File: src/rtl/hsport_pkg.sv
// Shared types for the handshake port: state encodings of both controllers.
package hsport_pkg;
    typedef enum logic [0:0] {IN_IDLE = 1'b0, IN_FULL = 1'b1} in_state_t;
    typedef enum logic [1:0] {
        OUT_IDLE  = 2'd0,
        OUT_SETUP = 2'd1,
        OUT_STRB  = 2'd2,
        OUT_WAIT  = 2'd3
    } out_state_t;
endpackage

File: src/rtl/hsport_sync.sv
// Multi-stage synchronizer for one asynchronous handshake input.
// Assumes the input is a level that may change at any time; the output
// lags it by STAGES clock edges. Resets to 1 (the idle level of both lines).
module hsport_sync #(
    parameter int STAGES = 2
) (
    input  logic clk,
    input  logic rst_n,
    input  logic async_i,
    output logic sync_o
);
    logic [STAGES-1:0] chain_q;

    // Shift the asynchronous level through the flop chain.
    generate
        if (STAGES == 1) begin : g_one
            always_ff @(posedge clk) begin
                if (!rst_n) chain_q <= '1;
                else        chain_q <= async_i;
            end
        end else begin : g_many
            always_ff @(posedge clk) begin
                if (!rst_n) chain_q <= '1;
                else        chain_q <= {chain_q[STAGES-2:0], async_i};
            end
        end
    endgenerate

    assign sync_o = chain_q[STAGES-1];
endmodule

File: src/rtl/hsport_in_ctl.sv
// Receive-side controller. On the first falling synchronized strobe it
// captures the data pins, drops ready and pulses the interrupt. The
// captured byte is held against further strobes until a bus read; ready
// returns once that read has been seen and the strobe is high.
// Assumes pad data is stable while the strobe is low. Held idle when
// not enabled.
module hsport_in_ctl
    import hsport_pkg::*;
#(
    parameter int W = 8
) (
    input  logic         clk,
    input  logic         rst_n,
    input  logic         en_i,
    input  logic         strb_s_i,
    input  logic [W-1:0] din_i,
    input  logic         rd_i,
    output logic [W-1:0] lat_o,
    output logic         rdy_o,
    output logic         irq_o
);
    in_state_t   st_q;
    logic        prev_q;
    logic        rd_seen_q;
    logic [W-1:0] lat_q;
    logic        fall;

    assign fall = prev_q & ~strb_s_i;

    // Capture, protection and ready-release sequencing.
    always_ff @(posedge clk) begin
        if (!rst_n) begin
            st_q      <= IN_IDLE;
            prev_q    <= 1'b1;
            rd_seen_q <= 1'b0;
            lat_q     <= '0;
            irq_o     <= 1'b0;
        end else begin
            prev_q <= strb_s_i;
            irq_o  <= 1'b0;
            if (!en_i) begin
                st_q      <= IN_IDLE;
                rd_seen_q <= 1'b0;
            end else begin
                case (st_q)
                    IN_IDLE: begin
                        if (fall) begin
                            lat_q     <= din_i;
                            st_q      <= IN_FULL;
                            rd_seen_q <= 1'b0;
                            irq_o     <= 1'b1;
                        end
                    end
                    default: begin
                        if (rd_i) rd_seen_q <= 1'b1;
                        if (rd_seen_q && strb_s_i) st_q <= IN_IDLE;
                    end
                endcase
            end
        end
    end

    assign lat_o = lat_q;
    assign rdy_o = (st_q == IN_IDLE);


    latch_held_chk: assert property (@(posedge clk) disable iff (!rst_n)
        (st_q == IN_FULL) |=> $stable(lat_q));

    rdy_release_chk: assert property (@(posedge clk) disable iff (!rst_n)
        ($rose(rdy_o) && $past(en_i)) |-> ($past(rd_seen_q) && $past(strb_s_i)));

    in_irq_pulse_chk: assert property (@(posedge clk) disable iff (!rst_n)
        irq_o |=> !irq_o);
endmodule

File: src/rtl/hsport_out_ctl.sv
// Send-side controller. A bus write updates the output byte unconditionally
// (no protection); if ready is high the strobe is lowered one cycle after
// the data, otherwise the transfer is held pending. The strobe is released
// with an interrupt pulse when ready falls, and the next transfer waits for
// ready to return high. Held idle when not enabled.
module hsport_out_ctl
    import hsport_pkg::*;
#(
    parameter int W = 8
) (
    input  logic         clk,
    input  logic         rst_n,
    input  logic         en_i,
    input  logic         rdy_s_i,
    input  logic         wr_i,
    input  logic [W-1:0] wdata_i,
    output logic [W-1:0] dout_o,
    output logic         strb_o,
    output logic         irq_o
);
    out_state_t   st_q;
    logic         pend_q;
    logic [W-1:0] out_q;

    // Output data register, strobe sequencing and pending transfer.
    always_ff @(posedge clk) begin
        if (!rst_n) begin
            st_q   <= OUT_IDLE;
            pend_q <= 1'b0;
            out_q  <= '0;
            irq_o  <= 1'b0;
        end else begin
            irq_o <= 1'b0;
            if (wr_i) out_q <= wdata_i;
            if (!en_i) begin
                st_q   <= OUT_IDLE;
                pend_q <= 1'b0;
            end else begin
                case (st_q)
                    OUT_IDLE: begin
                        if ((wr_i || pend_q) && rdy_s_i) begin
                            st_q   <= OUT_SETUP;
                            pend_q <= 1'b0;
                        end else if (wr_i) begin
                            pend_q <= 1'b1;
                        end
                    end
                    OUT_SETUP: begin
                        if (wr_i) pend_q <= 1'b1;
                        st_q <= OUT_STRB;
                    end
                    OUT_STRB: begin
                        if (wr_i) pend_q <= 1'b1;
                        if (!rdy_s_i) begin
                            st_q  <= OUT_WAIT;
                            irq_o <= 1'b1;
                        end
                    end
                    default: begin
                        if (wr_i) pend_q <= 1'b1;
                        if (rdy_s_i) st_q <= OUT_IDLE;
                    end
                endcase
            end
        end
    end

    assign dout_o = out_q;
    assign strb_o = (st_q != OUT_STRB);


    strb_release_chk: assert property (@(posedge clk) disable iff (!rst_n)
        ($rose(strb_o) && $past(en_i)) |-> !$past(rdy_s_i));

    strb_start_chk: assert property (@(posedge clk) disable iff (!rst_n)
        $fell(strb_o) |-> $past(rdy_s_i, 2));

    out_irq_pulse_chk: assert property (@(posedge clk) disable iff (!rst_n)
        irq_o |=> !irq_o);
endmodule

File: src/rtl/hsport.sv
// Top of the interlocked handshake port: register decode, configuration,
// output-line preset, and the routing of the shared handshake pins to the
// receive or send controller according to the direction bit.
// Assumes bus strobes are single-cycle and that configuration is not
// changed while a transfer is in progress.
module hsport #(
    parameter int W       = 8,
    parameter int STAGES  = 2
) (
    input  logic         clk,
    input  logic         rst_n,
    input  logic         bus_wr,
    input  logic         bus_rd,
    input  logic [1:0]   bus_addr,
    input  logic [W-1:0] bus_wdata,
    output logic [W-1:0] bus_rdata,
    input  logic [W-1:0] pad_din,
    output logic [W-1:0] pad_dout,
    output logic         pad_oe,
    input  logic         hs_in,
    output logic         hs_out,
    output logic         irq
);
    localparam logic [1:0] A_DATA = 2'd0;
    localparam logic [1:0] A_LINE = 2'd1;
    localparam logic [1:0] A_CFG  = 2'd2;

    logic         en_q, dir_q, preset_q;
    logic         hs_s;
    logic         in_rdy, in_irq, out_strb, out_irq;
    logic [W-1:0] in_lat, out_data;
    logic         rx_en, tx_en;

    assign rx_en = en_q & ~dir_q;
    assign tx_en = en_q & dir_q;

    // Configuration register and output-line preset.
    always_ff @(posedge clk) begin
        if (!rst_n) begin
            en_q     <= 1'b0;
            dir_q    <= 1'b0;
            preset_q <= 1'b1;
        end else if (bus_wr) begin
            if (bus_addr == A_CFG) begin
                en_q  <= bus_wdata[0];
                dir_q <= bus_wdata[1];
            end
            if (bus_addr == A_LINE && !en_q) preset_q <= bus_wdata[1];
        end
    end

    hsport_sync #(.STAGES(STAGES)) u_sync (
        .clk(clk), .rst_n(rst_n), .async_i(hs_in), .sync_o(hs_s)
    );

    hsport_in_ctl #(.W(W)) u_rx (
        .clk(clk), .rst_n(rst_n), .en_i(rx_en), .strb_s_i(hs_s),
        .din_i(pad_din), .rd_i(bus_rd && bus_addr == A_DATA),
        .lat_o(in_lat), .rdy_o(in_rdy), .irq_o(in_irq)
    );

    hsport_out_ctl #(.W(W)) u_tx (
        .clk(clk), .rst_n(rst_n), .en_i(tx_en), .rdy_s_i(hs_s),
        .wr_i(bus_wr && bus_addr == A_DATA), .wdata_i(bus_wdata),
        .dout_o(out_data), .strb_o(out_strb), .irq_o(out_irq)
    );

    // Handshake output: preset when disabled, controller line otherwise.
    always_comb begin
        if (!en_q)      hs_out = preset_q;
        else if (dir_q) hs_out = out_strb;
        else            hs_out = in_rdy;
    end

    // Register read multiplexer.
    always_comb begin
        bus_rdata = '0;
        case (bus_addr)
            A_DATA:  bus_rdata = dir_q ? out_data : (en_q ? in_lat : pad_din);
            A_LINE:  bus_rdata = {{(W-2){1'b0}}, hs_out, hs_s};
            A_CFG:   bus_rdata = {{(W-2){1'b0}}, dir_q, en_q};
            default: bus_rdata = '0;
        endcase
    end

    assign irq      = (rx_en & in_irq) | (tx_en & out_irq);
    assign pad_dout = out_data;
    assign pad_oe   = dir_q;


    preset_lock_chk: assert property (@(posedge clk) disable iff (!rst_n)
        (en_q && bus_wr && bus_addr == A_LINE) |=> $stable(preset_q));
endmodule

File: config.mk
export PLATFORM = sky130hd
export DESIGN_NAME = hsport
export DESIGN_NICKNAME = d
export VERILOG_FILES = /design/src/rtl/hsport_pkg.sv /design/src/rtl/hsport_sync.sv /design/src/rtl/hsport_in_ctl.sv /design/src/rtl/hsport_out_ctl.sv /design/src/rtl/hsport.sv
export SDC_FILE = /design/constraint.sdc
export NUM_CORES = 1
export LEC_CHECK = 0
export BUFFER_PORTS_ARGS = -buffer_cell sky130_fd_sc_hd__buf_2
export CAP_MARGIN = 30
export CORE_ASPECT_RATIO = 1.4
export CORE_UTILIZATION = 40
export DETAILED_ROUTE_END_ITERATION = 16
export HOLD_SLACK_MARGIN = 0.12
export PLACE_DENSITY_LB_ADDON = 0.15
export SYNTH_ARGS = -nofsm -noshare
export SYNTH_HDL_FRONTEND = slang
export SYNTH_SLANG_ARGS = --single-unit
File: constraint.sdc
create_clock -name clk -period 2.4 [get_ports clk]
set_input_delay 0.12 -clock clk [delete_from_list [all_inputs] [get_ports clk]]
set_output_delay 0.12 -clock clk [all_outputs]
set_load 0.03 [all_outputs]
==> summary.md <==
| Metric | Value |
|---|---|
| Crit-path max FO | 18 |
| Wirelength, routed | 3.75 mm |
| Proportion of synthesized flip-flops having asynchronous set or reset | 0% |
| Tightest Hold Check Type | primary input to flop |
| Gp weighted congestion | 0.746 |
| Root buffer selected by CTS | sky130_fd_sc_hd__clkbuf_8 |
| PD cells | 538 nW/um2 |
| CP peak stage delay | 0.77 ns |
| Number of setup violations in the final report | 0 |
| Antenna violations before repair | 0 |
| Endpoint arrival time on the critical path | 1.92 ns |
| Resize count post-CTS | 0 |
| Register bit count reported by yosys | 29 |
| Number of nets in the layout | 243 |
| Clock input transition at the sequential cells of the worst setup and hold paths | 0.07 ns |
| DP HPWL | 2.64 mm |
| Worst vdd rail ir drop | 0.000266 V |
| Bufs and invs on worst path | 1 |
| Crit Path Category | flop to output port |
| Data required time of the critical path | 2.28 ns |
| Normalized max-slew margin | 53.5% |
| Static Leak | 0.790 nW |
| Crit-path cells | mux2i_1 > o31a_1 > o2bb2ai_1 > buf_2 |
| Die area | 4030 um2 |
| Highest clock rate | 491 MHz |
| Number of setup buffers added after CTS | 0 |
| Global-route wire length before repair | 5.98 mm |
| Post-route clock skew | 0.00840 ns |
| Number of nets in the synthesized netlist | 191 |
| Status | finished, final reports clean |
| Final max-slew violation count | 0 |
| Clock buffers created by TritonCTS | 5 |
| Standard-cell rows | 26 |
| Total negative slack for setup checks | 0 ns |
| Post-detailed-route count of antenna-violating nets | 0 |
| Number of clock sinks seen by CTS | 29 |
| Layout fillers | 384 |
| Top cell type by total area after synthesis | sky130_fd_sc_hd__dfxtp_1 |
| Die width | 53.9 um |
| Quantity of hold-fixing buffers added after cts | 14 |
| Post-Synthesis Mean Instance Area | 9.15 um2 |
| Vias in the first global route | 1387 |
| Largest net degree at the start of global routing | 27 |
| Top flip-flop cell by instance count after synthesis | sky130_fd_sc_hd__dfxtp_1 |
| Starting DRC count in detailed routing | 31 |
| Category of the worst setup path launch point | flop |
| TritonCTS clock tree | done |
| Initial core utilization | 41.4% |
| DR DRC count | 0 |
| Share of Yosys cell area claimed by the top area cell type | 38.5% |
| Fraction of layout cells with a size suffix above 1 | 26.1% |
| Post-route minimum period | 2.04 ns |
| Total number of H-tree levels | 2 |
| Area inside the core boundary | 3640 um2 |
| Most instantiated library cell after synthesis | sky130_fd_sc_hd__dfxtp_1 |
| Clock Path Buffers | 2 |
| Post-synth EDFFs | 0 |
| Yosys synthesis warning count | 0 |
| Register area share after synthesis | 38.5% |
| Total gr overflow | 0 |
| Via density | 5.25 |
| Cell with the largest stage delay on the worst path | sky130_fd_sc_hd__dfxtp_1 |
| Pre-Repair DR Iteration Count | 4 |
| Wire length per cell | 14.4 um |
| Kind of end point of the critical path | output port |
| Clk Latency, worst-skew pair | 0.28 ns |
| # diodes | 0 |
| Synth top area cells | sky130_fd_sc_hd__dfxtp_1 (38%), sky130_fd_sc_hd__mux2i_1 (12%), sky130_fd_sc_hd__nor2b_1 (6.6%) |
| Summed instance area of the synthesized netlist | 1510 um2 |
| Synth-to-Final Area Change | 28.5% |
| Worst setup timing slack at the placement stage | 0.661 ns |
| Most instantiated cells after synthesis | sky130_fd_sc_hd__dfxtp_1 (29), sky130_fd_sc_hd__mux2i_1 (18), sky130_fd_sc_hd__nand2_1 (17) |
| Number of max-capacitance violations reported | 0 |
| Routed via count | 1366 |
| Final worst path period share | 84.9% |
| Category of cells accounting for the largest share of critical-path delay | flip-flops |
| Post-synthesis cell count | 165 |
| Port-buffer cells | 41 |
| Final setup slack of the worst path | 0.362 ns |
| I/O Pins | 42 |
| Pin slew with the least headroom to its limit | 0.696 ns |
| Chip Height | 74.7 um |
| Unrepaired setup endpoints after global routing | no |
| Cell variety after synth | 34 |
| Total global routing track utilization | 20.7% |
| Endpoints failing hold | 0 |
-- flip-flops by register name, indices dropped and copies added, names as in the netlist --
name / cells
preset_q: 1
u_rx.rd_seen_q: 1
u_sync.chain_q: 2
en_q: 1
u_tx.dout_o: 8
u_rx.irq_o: 1
u_tx.st_q: 2
u_rx.lat_o: 8
u_rx.prev_q: 1
u_tx.irq_o: 1
pad_oe: 1
u_tx.pend_q: 1
u_rx.st_q: 1
-- cells in the final DEF, fill, tap and decap left out, types with 2 or more instances in the layout --
cell | Yosys | final
sky130_fd_sc_hd__mux2i_1 | 18 | 18
sky130_fd_sc_hd__nor3_1 | 2 | 2
sky130_fd_sc_hd__dlygate4sd3_1 | 0 | 14
sky130_fd_sc_hd__nand2b_1 | 4 | 4
sky130_fd_sc_hd__nor3b_1 | 3 | 2
sky130_fd_sc_hd__nor2_1 | 3 | 3
sky130_fd_sc_hd__inv_1 | 4 | 4
sky130_fd_sc_hd__a211oi_1 | 3 | 3
sky130_fd_sc_hd__ha_1 | 3 | 3
sky130_fd_sc_hd__mux2_2 | 6 | 6
sky130_fd_sc_hd__nand2_1 | 17 | 17
sky130_fd_sc_hd__dfxtp_1 | 29 | 29
sky130_fd_sc_hd__nor3b_2 | 1 | 2
sky130_fd_sc_hd__nand3_1 | 9 | 9
sky130_fd_sc_hd__a21boi_1 | 8 | 8
sky130_fd_sc_hd__o21ai_1 | 8 | 8
sky130_fd_sc_hd__clkbuf_1 | 3 | 3
sky130_fd_sc_hd__nor2b_1 | 16 | 16
sky130_fd_sc_hd__a21oi_1 | 6 | 6
sky130_fd_sc_hd__and3_1 | 2 | 2
sky130_fd_sc_hd__buf_2 | 6 | 41
sky130_fd_sc_hd__clkbuf_8 | 0 | 5
-- tightest hold or removal path: stages --
cell and delay (ns):
sky130_fd_sc_hd__buf_2 0.09, sky130_fd_sc_hd__mux2i_1 0.06, sky130_fd_sc_hd__nor2b_1 0.09
-- power by group --
group | total [W] | switching (W) | leakage (nW) | internal [W]
sequential | 0.000503 | 0.0000127 | 0.235 | 0.000490
clock | 0.000387 | 0.000182 | 0.0395 | 0.000206
combinational | 0.000153 | 0.0000808 | 0.515 | 0.0000720
-- per-layer routing --
metal	global-route usage, %	wire length, um
met5	0	0
met4	6.43	42
met3	4.85	101
met2	39.6	2120
met1	21.1	1490
-- layout make-up --
cell class / instances / area [um2] / area share (%)
sequential: 29 / 581 / 29.9
timing repair buffer: 56 / 353 / 18.2
multi-input combinational: 121 / 858 / 44.3
clock buffer: 8 / 80.1 / 4.13
inverter: 4 / 15.0 / 0.774
tap: 42 / 52.6 / 2.71
-- metrics by stage --
stage          instance area [um2]  util (%)  hold slack, ns  std cells  power, W
5_1_grt                       1940      53.2           0.131        260   0.00108
3_3_place_gp                  1720      47.2           0.299        238  0.000646
3_5_place_dp                  1720      47.2           0.303        238  0.000649
2_1_floorplan                 1510         -           0.193        165  0.000601
6_report                      1940      53.2           0.117        260   0.00104
4_1_cts                       1940      53.2           0.120        260   0.00105
-- path summary, 6_finish.rpt --
| path | from | end | slack [ns] | cells after the start |
|---|---|---|---|---|
| worst min-delay path | bus_wdata[0] | en_q | 0.12 | 3 |
| worst min register to register | u_sync.chain_q[0] | u_sync.chain_q[1] | 0.42 | 1 |
| worst max-delay path | en_q | bus_rdata[1] | 0.36 | 4 |
| worst max register to register | en_q | u_rx.lat_o[4] | 0.67 | 3 |
-- cells by family after synthesis --
group                    Yosys count  share of synthesized area, %
buffers and inverters             15                          4.97
flip-flops                        29                          38.5
adder cells (fa/ha/maj)            3                          2.49
AND/OR/NAND/NOR                   63                          23.3
multiplexers                      24                          16.4
AO/OA/AOI/OAI                     31                          14.3
Note: power is estimated with default switching activity, not from simulation.
